==> src/rtl/pair_issue_pkg.sv <==
package pair_issue_pkg;

   localparam int CLS_W  = 2;
   localparam int NLANES = 6;

   typedef enum logic [CLS_W-1:0] {
      CLS_MEM = 2'd0,
      CLS_INT = 2'd1,
      CLS_MAC = 2'd2,
      CLS_FP  = 2'd3
   } iclass_e;

   localparam int LN_MEM0 = 0;
   localparam int LN_MEM1 = 1;
   localparam int LN_INT0 = 2;
   localparam int LN_INT1 = 3;
   localparam int LN_MAC  = 4;
   localparam int LN_FP   = 5;

   function automatic logic needs_shared(input logic [CLS_W-1:0] cls, input logic simd);
      return (cls == CLS_MAC) || (cls == CLS_FP) || simd;
   endfunction

endpackage

==> src/rtl/pi_slot_decode.sv <==
module pi_slot_decode
   import pair_issue_pkg::*;
#(
   parameter bit IS_YOUNGER = 1'b0
) (
   input  logic [CLS_W-1:0]  cls,
   input  logic              simd,
   input  logic [CLS_W-1:0]  peer_cls,
   output logic [NLANES-1:0] lane_req,
   output logic              uses_shared,
   output logic              is_mem
);

   logic second;

   // the younger slot takes the second copy of a duplicated lane only when
   // the older slot already claims the first copy of that same lane kind
   generate
      if (IS_YOUNGER) begin : g_yng
         assign second = (peer_cls == cls);
      end else begin : g_old
         logic unused_peer;
         assign unused_peer = ^peer_cls;
         assign second      = 1'b0;
      end
   endgenerate

   always_comb begin
      lane_req = '0;
      unique case (iclass_e'(cls))
         CLS_MEM: lane_req[second ? LN_MEM1 : LN_MEM0] = 1'b1;
         CLS_INT: lane_req[second ? LN_INT1 : LN_INT0] = 1'b1;
         CLS_MAC: lane_req[LN_MAC] = 1'b1;
         CLS_FP:  lane_req[LN_FP]  = 1'b1;
         default: lane_req = '0;
      endcase
   end

   assign uses_shared = needs_shared(cls, simd);
   assign is_mem      = (iclass_e'(cls) == CLS_MEM);

endmodule

==> src/rtl/pi_pair_rules.sv <==
module pi_pair_rules #(
   parameter int SIZE_W        = 2,
   parameter int MAX_PAIR_SIZE = 2
) (
   input  logic              o_solo,
   input  logic              y_solo,
   input  logic              o_ptrld,
   input  logic              o_shared,
   input  logic              y_shared,
   input  logic              o_mem,
   input  logic              y_mem,
   input  logic              o_tcm,
   input  logic              y_tcm,
   input  logic              o_bank,
   input  logic              y_bank,
   input  logic [SIZE_W-1:0] o_size,
   input  logic [SIZE_W-1:0] y_size,
   output logic              pair_ok
);

   localparam logic [SIZE_W-1:0] SZ_LIM = SIZE_W'(MAX_PAIR_SIZE);

   logic solo_block;
   logic shared_block;
   logic mem_block;
   logic both_mem;
   logic split_ok;
   logic narrow_ok;

   assign solo_block   = o_solo | y_solo | o_ptrld;
   assign shared_block = o_shared & y_shared;
   assign both_mem     = o_mem & y_mem;
   assign narrow_ok    = (o_size <= SZ_LIM) && (y_size <= SZ_LIM);
   assign split_ok     = o_tcm & y_tcm & (o_bank ^ y_bank) & narrow_ok;
   assign mem_block    = both_mem & ~split_ok;

   assign pair_ok = ~solo_block & ~shared_block & ~mem_block;

endmodule

==> src/rtl/pi_gap_timer.sv <==
module pi_gap_timer #(
   parameter int GAP_CYCLES = 1
) (
   input  logic clk,
   input  logic rst_n,
   input  logic start,
   output logic busy
);

   localparam int GW = (GAP_CYCLES < 1) ? 1 : $clog2(GAP_CYCLES + 1);

   generate
      if (GAP_CYCLES == 0) begin : g_none
         logic unused_in;
         assign unused_in = start ^ clk ^ rst_n;
         assign busy      = 1'b0;
      end else begin : g_cnt
         logic [GW-1:0] cnt_q;
         always_ff @(posedge clk or negedge rst_n) begin
            if (!rst_n)            cnt_q <= '0;
            else if (start)        cnt_q <= GW'(GAP_CYCLES);
            else if (cnt_q != '0)  cnt_q <= cnt_q - 1'b1;
         end
         assign busy = (cnt_q != '0);
      end
   endgenerate

endmodule

==> src/rtl/pair_issue_ctl.sv <==
module pair_issue_ctl
   import pair_issue_pkg::*;
#(
   parameter int SIZE_W        = 2,
   parameter int MAX_PAIR_SIZE = 2,
   parameter int GAP_CYCLES    = 1
) (
   input  logic              clk,
   input  logic              rst_n,
   input  logic              old_vld,
   input  logic [1:0]        old_cls,
   input  logic              old_solo,
   input  logic              old_simd,
   input  logic              old_tcm,
   input  logic [SIZE_W-1:0] old_size,
   input  logic              old_bank,
   input  logic              old_ptrld,
   input  logic              yng_vld,
   input  logic [1:0]        yng_cls,
   input  logic              yng_solo,
   input  logic              yng_simd,
   input  logic              yng_tcm,
   input  logic [SIZE_W-1:0] yng_size,
   input  logic              yng_bank,
   input  logic              yng_ptrld,
   input  logic [5:0]        lane_rdy,
   output logic              old_issue,
   output logic              yng_issue,
   output logic [5:0]        old_lane,
   output logic [5:0]        yng_lane,
   output logic              stall
);

   generate
      if (SIZE_W < 1 || SIZE_W > 4) begin : g_bad_size_w
         $error("pair_issue_ctl: SIZE_W out of range");
      end
      if (MAX_PAIR_SIZE < 0 || MAX_PAIR_SIZE >= (1 << SIZE_W)) begin : g_bad_max
         $error("pair_issue_ctl: MAX_PAIR_SIZE must fit in SIZE_W");
      end
      if (GAP_CYCLES < 0 || GAP_CYCLES > 255) begin : g_bad_gap
         $error("pair_issue_ctl: GAP_CYCLES out of range");
      end
      if (NLANES != 6 || CLS_W != 2) begin : g_bad_pkg
         $error("pair_issue_ctl: port widths assume six lanes and 2-bit classes");
      end
   endgenerate

   logic [CLS_W-1:0]  cls_a   [2];
   logic              simd_a  [2];
   logic [CLS_W-1:0]  peer_a  [2];
   logic [NLANES-1:0] req_a   [2];
   logic              shr_a   [2];
   logic              mem_a   [2];

   assign cls_a[0]  = old_cls;
   assign cls_a[1]  = yng_cls;
   assign simd_a[0] = old_simd;
   assign simd_a[1] = yng_simd;
   assign peer_a[0] = yng_cls;
   assign peer_a[1] = old_cls;

   for (genvar s = 0; s < 2; s++) begin : g_slot
      pi_slot_decode #(.IS_YOUNGER(s == 1)) u_dec (
         .cls         (cls_a[s]),
         .simd        (simd_a[s]),
         .peer_cls    (peer_a[s]),
         .lane_req    (req_a[s]),
         .uses_shared (shr_a[s]),
         .is_mem      (mem_a[s])
      );
   end

   logic pair_ok;

   pi_pair_rules #(
      .SIZE_W        (SIZE_W),
      .MAX_PAIR_SIZE (MAX_PAIR_SIZE)
   ) u_rules (
      .o_solo   (old_solo),
      .y_solo   (yng_solo),
      .o_ptrld  (old_ptrld),
      .o_shared (shr_a[0]),
      .y_shared (shr_a[1]),
      .o_mem    (mem_a[0]),
      .y_mem    (mem_a[1]),
      .o_tcm    (old_tcm),
      .y_tcm    (yng_tcm),
      .o_bank   (old_bank),
      .y_bank   (yng_bank),
      .o_size   (old_size),
      .y_size   (yng_size),
      .pair_ok  (pair_ok)
   );

   logic gap_busy;
   logic gap_start;

   pi_gap_timer #(.GAP_CYCLES(GAP_CYCLES)) u_gap (
      .clk   (clk),
      .rst_n (rst_n),
      .start (gap_start),
      .busy  (gap_busy)
   );

   logic old_go;
   logic yng_go;

   assign old_go = old_vld & ~gap_busy & |(req_a[0] & lane_rdy);
   assign yng_go = old_go & yng_vld & pair_ok & |(req_a[1] & lane_rdy);

   assign old_issue = old_go;
   assign yng_issue = yng_go;
   assign old_lane  = old_go ? req_a[0] : '0;
   assign yng_lane  = yng_go ? req_a[1] : '0;
   assign stall     = old_vld & ~old_go;

   assign gap_start = (old_go & old_ptrld) | (yng_go & yng_ptrld);

endmodule

==> config.mk <==
export PLATFORM = sky130hd
export DESIGN_NAME = pair_issue_ctl
export DESIGN_NICKNAME = d
export VERILOG_FILES = /design/src/rtl/pair_issue_pkg.sv /design/src/rtl/pi_slot_decode.sv /design/src/rtl/pi_pair_rules.sv /design/src/rtl/pi_gap_timer.sv /design/src/rtl/pair_issue_ctl.sv
export SDC_FILE = /design/constraint.sdc
export NUM_CORES = 1
export LEC_CHECK = 0
export BUFFER_PORTS_ARGS = -buffer_cell sky130_fd_sc_hd__buf_2
export CAP_MARGIN = 30
export CORE_AREA = 3 3 40 42
export CTS_CLUSTER_DIAMETER = 100
export DETAILED_ROUTE_END_ITERATION = 8
export DIE_AREA = 0 0 43 45
export PLACE_DENSITY = 0.71
export REMOVE_ABC_BUFFERS = 1
export SLEW_MARGIN = 10
export SYNTH_ARGS = -nofsm -noshare
export SYNTH_HDL_FRONTEND = slang
export SYNTH_SLANG_ARGS = --single-unit
==> constraint.sdc <==
create_clock -name clk -period 1.75 [get_ports clk]
set_clock_uncertainty 0.2 [all_clocks]
set_input_delay 0.175 -clock clk [delete_from_list [all_inputs] [get_ports clk]]
set_output_delay 0.175 -clock clk [all_outputs]
set_load 0.02 [all_outputs]
==> summary.txt, run 1 <==
Die
  • Chip height: roughly 45 µm
  • Die ar.: 1940 µm²
  • Die width: around 43 µm
  • Row count: 13
  • CORE AREA: approximately 1300 µm²
  • Initial core utilization: 30.5%
  • I/O pin count: 43

Final layout
  • Final instance area: approximately 760 µm²
  • Final core utilization: 59.5%
  • Area growth from synthesis to layout: 95.2%
  • Diodes inserted: 0
  • Share of cells above drive strength 1: 64.5%
  • Max FFs per register: 1
  • Fillers: ~140
  • Cell Count, Final, Fillers Out: 122
  • # nets final: ~140

Routing
  • Avg Vias per Cell: between 4 and 5
  • 1st-iter DRT viols: 9
  • First drt pass iteration count: 4
  • Routed WL per cell: roughly 11 µm
  • DRC violations left: 0
  • Total vias in the final route: 595
  • Final WL: between 1000 and 1500 µm
  • Antenna-violating nets left: 0

Yosys
  • Ys flop type: dfrtp_1
  • Number of flops mapped to enable cells by yosys: 0
  • Yosys Warn Count: 0
  • Synth area leaders: dfrtp_1, nand2_1, nor2_1, mux2i_1, nor3_1
  • Mapped Area: ~390 µm²
  • Synth cell count leaders: nand2_1, nor2_1, nor3_1
  • Post-Syn Instances: between 50 and 60
  • Post-synth ARST share: between 90% and 100%
  • Post-synth top area share: 6.39%
  • Average cell area after synthesis: roughly 7.4 µm²
  • Area leader, netlist: dfrtp_1
  • Yosys cell types: 36
  • Flops & latches, synth: 1
  • Sequential share of the synthesized area: 6.39%

Power and ir drop
  • Flop pwr share: roughly 14%
  • Net Sw Frac: between 40% and 50%
  • Total power per unit cell area: approximately 230 nW/µm²
  • Leakage power: 0.000393 µW
  • Combinational power share: 85.9%
  • Clk pwr share: 0%
  • Worst VDD drop: approximately 0.0002 V
  • P_sw: between 70 and 80 µW
  • Internal cell power: around 110 µW

Critical path
  • CP Capture Type: primary output
  • CP arrival: 1.49 ns
  • Startpoint types: input pin
  • Worst-path fanout max: 5
  • Crit path kind: input pin to primary output
  • Critical path required time: 1.37 ns

Global route
  • First-pass GRT wire length: about 2200 µm
  • Largest net degree at the start of global routing: 7
  • GRT Total Usage: 13.5%
  • Vias in the first global route: 570
  • Initial antenna violation count: 0
  • Total grt overflow: 0

Place
  • Placed Cells: between 100 and 150
  • Pre-CTS WS: -0.167 ns
  • Placed wire-length estimate: between 1000 and 1500 µm
  • Placed Instance Area: roughly 700 µm²
  • Gpl congestion: 0.779
  • IO Port Bufs: 40

STA
  • Setup violators final: 7
  • Final worst-path cycle share: 106%
  • Max Clk Rate: 0.537 GHz
  • Endpoints failing hold: 0
  • Final Worst Setup Slack: -0.113 ns
  • Tmin final: around 1.9 ns
  • Hold slack: approximately 0.23 ns
  • RSZ-0062 raised after global routing: true
  • Slew Viols, Final: 0

Hold path
  • Hold Path Class: input pin to register

CTS
  • Worst skew pair latency: 0 ns
  • Reg clk slew, reported paths: 0 ns

Status
  • Status: finished with violations
  • Failing checks: setup timing

Job
  • Max_cap viols: 0
-- logic make-up (layout without fill, tap and decap cells) --
kind of cell	count (synthesis)	count (layout)	synth area share (%)
buf+inv	6	59	9.90
xor+xnor	1	1	2.24
simple gates	32	32	53.7
compound gates	10	10	21.7
flops	1	1	6.39
mux	2	2	5.11
other cells	1	2	0.958
-- worst paths after layout --
| path | to | startpoint | depth (start not counted) | slack [ns] |
|---|---|---|---|---|
| setup / recovery | yng_issue | old_cls[1] | 6 | -0.11 |
| hold / removal | u_gap.busy | old_ptrld | 3 | 0.23 |
| setup reg to reg | u_gap.busy | u_gap.busy | 5 | 0.02 |
| hold reg to reg | u_gap.busy | u_gap.busy | 5 | 0.70 |
| max in group asynchronous | u_gap.busy | rst_n | 2 | 0.97 |
| min in group asynchronous | u_gap.busy | rst_n | 2 | 0.29 |
-- cell usage in the layout, fill, tap and decap left out, drive strengths merged, types with 2 or more instances in the layout --
cell	netlist	routed
buf	4	56
nor3	5	5
nor2	6	6
nor3b	2	2
conb	1	2
nand3	2	2
nand2	6	6
inv	2	2
o21ai	2	2
mux2i	2	2
o22ai	2	2
-- metrics by stage --
step | setup TNS, ns | total power [µW]
2_1_floorplan | -1.53 | 85.2
3_3_place_gp | -0.482 | 162
5_1_grt | -1.23 | 193
3_5_place_dp | -0.737 | 165
4_1_cts | -0.740 | 174
6_report | -0.487 | 180
-- power groups by stage --
stage	Combinational (µW)	Clock, µW	Sequential (µW)
2_1_floorplan	60.1	0	25.2
3_3_place_gp	137	0	25.2
3_5_place_dp	140	0	25.3
4_1_cts	149	0	25.3
5_1_grt	168	0	25.4
6_report	154	0	25.3
-- per-layer routing --
metal	vias to the layer above	part of all wire, %	global-route usage (%)
met5	-	0	0
met4	0	0	0
met3	0	9.4	0.797
met2	32	51	27.5
met1	261	39	16.5
li1	302	-	-
-- critical path: stages --
cell,delay (ns)
buf_2,0.12
or4b_1,0.51
o311ai_0,0.14
nand4_2,0.18
a31oi_1,0.18
buf_4,0.17
-- area by class of cell --
type                            count  area [µm²]  area share [%]
Multi-Input combinational cell     47         370            48.4
Timing Repair Buffer               57         343            44.8
Sequential cell                     1        25.0            3.27
Tap cell                           15        18.8            2.45
Inverter                            2        7.51           0.982
-- repair_timing --
item | 4_1_cts | 5_1_grt
buffers inserted | 1 | 0
endpoints found under the setup margin | 8 | 10
hold buffers | 1 | 0
gates resized for setup | 5 | 7
pin swaps | 5 | 3
hold endpoints to repair | 1 | 0
Power figures use the tool's default switching activity.
==> run 2: changes to the inputs <==
--- a/config.mk
+++ b/config.mk
@@ -11,6 +11,7 @@
 export CTS_CLUSTER_DIAMETER = 100
 export DETAILED_ROUTE_END_ITERATION = 8
 export DIE_AREA = 0 0 43 45
+export MAX_ROUTING_LAYER = met4
 export PLACE_DENSITY = 0.71
 export REMOVE_ABC_BUFFERS = 1
 export SLEW_MARGIN = 10
==> summary.txt, run 2 (synthesized netlist as in run 1, its figures left out) <==
Routing
  • DRC violations left: 0 (unchanged)
  • WL met1: 524 µm (+0.19%)
  • Avg Vias per Cell: 4.88 (unchanged)
  • Final WL: 1340 µm (unchanged)
  • Routed WL per cell: 11.0 µm (unchanged)
  • Met2 wire len: 692 µm (unchanged)
  • DR top layer: met3
  • Total vias in the final route: 595 (unchanged)
  • Antenna-violating nets left: 0 (unchanged)
  • Routed wl met3: 126 µm (-0.79%)
  • First drt pass iteration count: 4 (unchanged)
  • 1st-iter DRT viols: 9 (unchanged)

Die
  • Row count: 13 (unchanged)
  • Chip height: 45 µm (unchanged)
  • Initial core utilization: 30.5% (unchanged)
  • Die width: 43 µm (unchanged)
  • Die ar.: 1940 µm² (unchanged)
  • CORE AREA: 1280 µm² (unchanged)
  • I/O pin count: 43 (unchanged)

Status
  • Status: finished with violations
  • Failing checks: setup timing

Critical path
  • Crit path kind: input pin to primary output
  • Worst path cell trace: buf_2 -> or4b_1 -> o311ai_0 -> nand4_2 -> a31oi_1 -> buf_4
  • Largest stage delay on the critical path: 0.51 ns (about the same)
  • Startpoint types: input pin
  • CP Capture Type: primary output
  • Worst-path fanout max: 5 (unchanged)
  • Worst path slowest cell: or4b_1
  • Critical path required time: 1.37 ns (about the same)
  • CP arrival: 1.49 ns (about the same)

CTS
  • Reg clk slew, reported paths: 0 ns (unchanged)
  • Worst skew pair latency: 0 ns (unchanged)

Final layout
  • Share of cells above drive strength 1: 64.5% (unchanged)
  • Final core utilization: 59.5% (unchanged)
  • # nets final: 137 (unchanged)
  • Max FFs per register: 1 (unchanged)
  • Most frequent cells in the layout: buf_2, buf_4, nand2_1, nor2_1, nor3_2
  • Fillers: 137 (unchanged)
  • Area growth from synthesis to layout: 95.2% (unchanged)
  • Cell Count, Final, Fillers Out: 122 (unchanged)
  • Most common cell after layout, fill and taps aside: buf_2
  • Final instance area: 764 µm² (unchanged)
  • Diodes inserted: 0 (unchanged)

STA
  • Setup violators final: 7 (unchanged)
  • Final Worst Setup Slack: -0.113 ns (unchanged)
  • Slew Viols, Final: 0 (unchanged)
  • RSZ-0062 raised after global routing: true
  • Max Clk Rate: 0.537 GHz (unchanged)
  • Tmin final: 1.86 ns (unchanged)
  • Final worst-path cycle share: 106% (unchanged)
  • Hold slack: 0.232 ns (unchanged)
  • Endpoints failing hold: 0 (unchanged)

Global route
  • Initial antenna violation count: 0 (unchanged)
  • GRT Total Usage: 13.9% (+0.40 points)
  • Total grt overflow: 0 (unchanged)
  • Vias in the first global route: 570 (unchanged)
  • Largest net degree at the start of global routing: 7 (unchanged)
  • First-pass GRT wire length: 2150 µm (unchanged)

Place
  • Gpl congestion: 0.789 (+1.4%)
  • Placed Cells: 120 (unchanged)
  • Placed wire-length estimate: 1230 µm (unchanged)
  • IO Port Bufs: 40 (unchanged)
  • Placed Instance Area: 696 µm² (unchanged)

Job
  • Max_cap viols: 0 (unchanged)

Hold path
  • Hold Path Class: input pin to register

Power and ir drop
  • Leakage power: 0.000393 µW (unchanged)
  • Worst VDD drop: 0.000202 V (unchanged)
  • Total power per unit cell area: 235 nW/µm² (about the same)
-- run 2: cell counts in the layout (fill, tap and decap cells not counted) --
No cell type changed its count.
-- run 2: through the flow --
| stage | TNS [ns] | total power, µW | worst slack [ns] |
|---|---|---|---|
| global route | -1.23 | 193 | -0.185 |
| CTS | -0.740 | 174 | -0.135 |
| global placement | -0.482 | 162 | -0.127 |
| detailed placement | -0.737 | 165 | -0.167 |
| floorplan | -1.53 | 85.2 | -0.316 |
| finish | -0.487 | 180 | -0.113 |
-- run 2: timing repair --
item / 4_1_cts / 5_1_grt
setup endpoints to repair: 8 / 10
pin swaps: 5 / 3
endpoints found under the hold margin: 1 / 0
setup buffers: 1 / 0
hold buffers: 1 / 0
resized for setup: 5 / 7
-- run 2: worst max-delay path, delay by kind of cell --
family                 cells  cell delay [ns]
AOI/OAI and AO/OA          2             0.32
buffers and inverters      2             0.29
and+or+nand+nor            2             0.69
-- run 2: metal layers --
metal | global-route usage, % | up-vias
met5 | - | -
met4 | 0 | 0
met3 | 0.398 | 0
met2 | 27.5 | 32
met1 | 16.7 | 261
li1 | - | 302
-- run 2: final cells by class --
class	instances	area, µm²	area share (%)
inverters	2	7.51	0.982
flip-flops and latches	1	25.0	3.27
multi-input cells	47	370	48.4
well taps	15	18.8	2.45
repair buffers	57	343	44.8
-- run 2: path summary, 6_finish.rpt --
kind	from	cells past startpoint	slack [ns]	end
max in group asynchronous	rst_n	2	0.97	u_gap.busy
worst min-delay path	old_ptrld	3	0.23	u_gap.busy
worst max register to register	u_gap.busy	5	0.02	u_gap.busy
min in group asynchronous	rst_n	2	0.29	u_gap.busy
worst min register to register	u_gap.busy	5	0.70	u_gap.busy
worst max-delay path	old_cls[1]	6	-0.11	yng_issue
-- run 2: report_power, final --
group / total, µW / switching [µW] / internal [µW]
registers: 25.3 / 0.484 / 24.8
logic: 154 / 72.4 / 81.9
clock network: 0 / 0 / 0
==> run 3: changes to the inputs <==
--- a/config.mk
+++ b/config.mk
@@ -14,6 +14,7 @@
 export MAX_ROUTING_LAYER = met4
 export PLACE_DENSITY = 0.71
 export REMOVE_ABC_BUFFERS = 1
+export SETUP_SLACK_MARGIN = 0.3
 export SLEW_MARGIN = 10
 export SYNTH_ARGS = -nofsm -noshare
 export SYNTH_HDL_FRONTEND = slang
==> summary.txt, run 3 (synthesized netlist as in run 1, its figures left out) <==
Status
  • Status: finished with violations
  • Failing checks: setup timing

Routing
  • First drt pass iteration count: 4 (unchanged)
  • Total vias in the final route: 613 (+3.0%)
  • Antenna-violating nets left: 0 (unchanged)
  • Final WL: 1430 µm (+6.3%)
  • DRC violations left: 0 (unchanged)
  • Avg Vias per Cell: 4.94 (+1.4%)
  • Routed WL per cell: 11.5 µm (+4.5%)
  • 1st-iter DRT viols: 6 (-3)

STA
  • Endpoints failing hold: 0 (unchanged)
  • Hold slack: 0.232 ns (+0.00000100 ns)
  • Final worst-path cycle share: 107% (+0.37 points)
  • Tmin final: 1.87 ns (+0.00640 ns)
  • Final Worst Setup Slack: -0.120 ns (-0.00640 ns)
  • Setup violators final: 7 (unchanged)
  • Slew Viols, Final: 0 (unchanged)
  • Max Clk Rate: 0.535 GHz (-0.34%)
  • RSZ-0062 raised after global routing: true

Final layout
  • # nets final: 139 (+1.5%)
  • Area growth from synthesis to layout: 115%
  • Most frequent cells in the layout: buf_2, buf_4, nand2_1, nor2_1, buf_6
  • Diodes inserted: 0 (unchanged)
  • Final instance area: 843 µm² (+10%)
  • Share of cells above drive strength 1: 68.8% (+4.3 points)
  • Max FFs per register: 1 (unchanged)
  • Most common cell after layout, fill and taps aside: buf_2

Critical path
  • Worst-path fanout max: 5 (unchanged)
  • Worst path slowest cell: or4b_1
  • Reg2Reg Setup Slack: 0.03 ns (about the same)
  • Worst path cell trace: buf_2 -> or4b_1 -> o311ai_0 -> nand4_2 -> a31oi_1 -> buf_4
  • CP Capture Type: primary output
  • Cell count of the worst reg-to-reg path: 5 (unchanged)
  • Startpoint types: input pin
  • Crit path launch: old_cls[1]
  • Critical path required time: 1.37 ns (about the same)
  • Crit path to: yng_issue
  • FF-to-FF Start: u_gap.busy
  • Crit path kind: input pin to primary output
  • Largest stage delay on the critical path: 0.51 ns (about the same)
  • Reg2Reg Capture Point: u_gap.busy
  • CP arrival: 1.49 ns (about the same)

Global route
  • Vias in the first global route: 588 (+3.2%)
  • Initial antenna violation count: 0 (unchanged)
  • First-pass GRT wire length: 2250 µm (+4.5%)
  • Largest net degree at the start of global routing: 7 (unchanged)
  • GRT Total Usage: 14.7% (+0.77 points)
  • Total grt overflow: 0 (unchanged)

Power and ir drop
  • Total power per unit cell area: 235 nW/µm² (about the same)
  • Leakage power: 0.000417 µW (+6.0%)
  • Worst VDD drop: 0.000204 V (+0.95%)

Die
  • Initial core utilization: 30.5% (unchanged)
  • Die width: 43 µm (unchanged)
  • Row count: 13 (unchanged)
  • Chip height: 45 µm (unchanged)
  • CORE AREA: 1280 µm² (unchanged)
  • I/O pin count: 43 (unchanged)
  • Die ar.: 1940 µm² (unchanged)

Place
  • Placed Instance Area: 696 µm² (unchanged)
  • Placed wire-length estimate: 1230 µm (unchanged)
  • Gpl congestion: 0.789 (unchanged)
  • IO Port Bufs: 40 (unchanged)

Job
  • Max_cap viols: 0 (unchanged)

CTS
  • Reg clk slew, reported paths: 0 ns (unchanged)
  • Worst skew pair latency: 0 ns (unchanged)

Hold path
  • Hold Path Class: input pin to register
[run 3: final cells by class]
type,instances,area [µm²]
multi-input combinational,47,407
fill,124,442
timing repair buffer,59,385
sequential,1,25.0
tap,15,18.8
inverter,2,7.51
[run 3: stage by stage]
step | cells | util (%) | worst slack [ns] | setup TNS, ns | total power, µW
detailed placement | 120 | 54.1 | -0.167 | -0.737 | 165
finish | 124 | 65.6 | -0.120 | -0.470 | 198
CTS | 123 | 61.2 | -0.132 | -0.712 | 186
global route | 124 | 65.6 | -0.177 | -1.15 | 212
global placement | 120 | 54.1 | -0.127 | -0.482 | 162
floorplan | 50 | - | -0.316 | -1.53 | 85.2
[run 3: per-layer routing]
| metal | track usage [%] | part of all wire, % |
|---|---|---|
| met1 | 16.2 | 37 |
| met2 | 30.8 | 53 |
| met3 | 0.398 | 10 |
| met4 | 0 | 0 |
| met5 | - | 0 |
[run 3: report_power, final]
part	switching [µW]	internal, µW	total, µW
Sequential	0.480	24.8	25.3
Combinational	80.9	91.8	173
Clock	0	0	0
Total	81.4	117	198
[run 3: worst min-delay path by stage]
stage	cells past startpoint	start	slack [ns]	end
finish	3	old_ptrld	0.23	u_gap.busy
global route	3	old_ptrld	0.27	u_gap.busy
CTS	3	old_ptrld	0.23	u_gap.busy
detailed placement	1	rst_n	-0.25	u_gap.busy
global placement	1	rst_n	-0.25	u_gap.busy
floorplan	0	rst_n	-0.32	u_gap.busy
[run 3: worst max-delay path: cells and delay by family]
kind / cells / cell delay, ns
AOI/OAI and AO/OA: 2 / 0.32
buffers and inverters: 2 / 0.30
and+or+nand+nor: 2 / 0.69
[run 3: what timing repair did]
action	CTS	global route
endpoints found under the hold margin	1	0
gates resized for setup	17	10
pin swaps	6	5
endpoints found under the setup margin	14	14
setup buffers	2	1
hold buffers	1	0
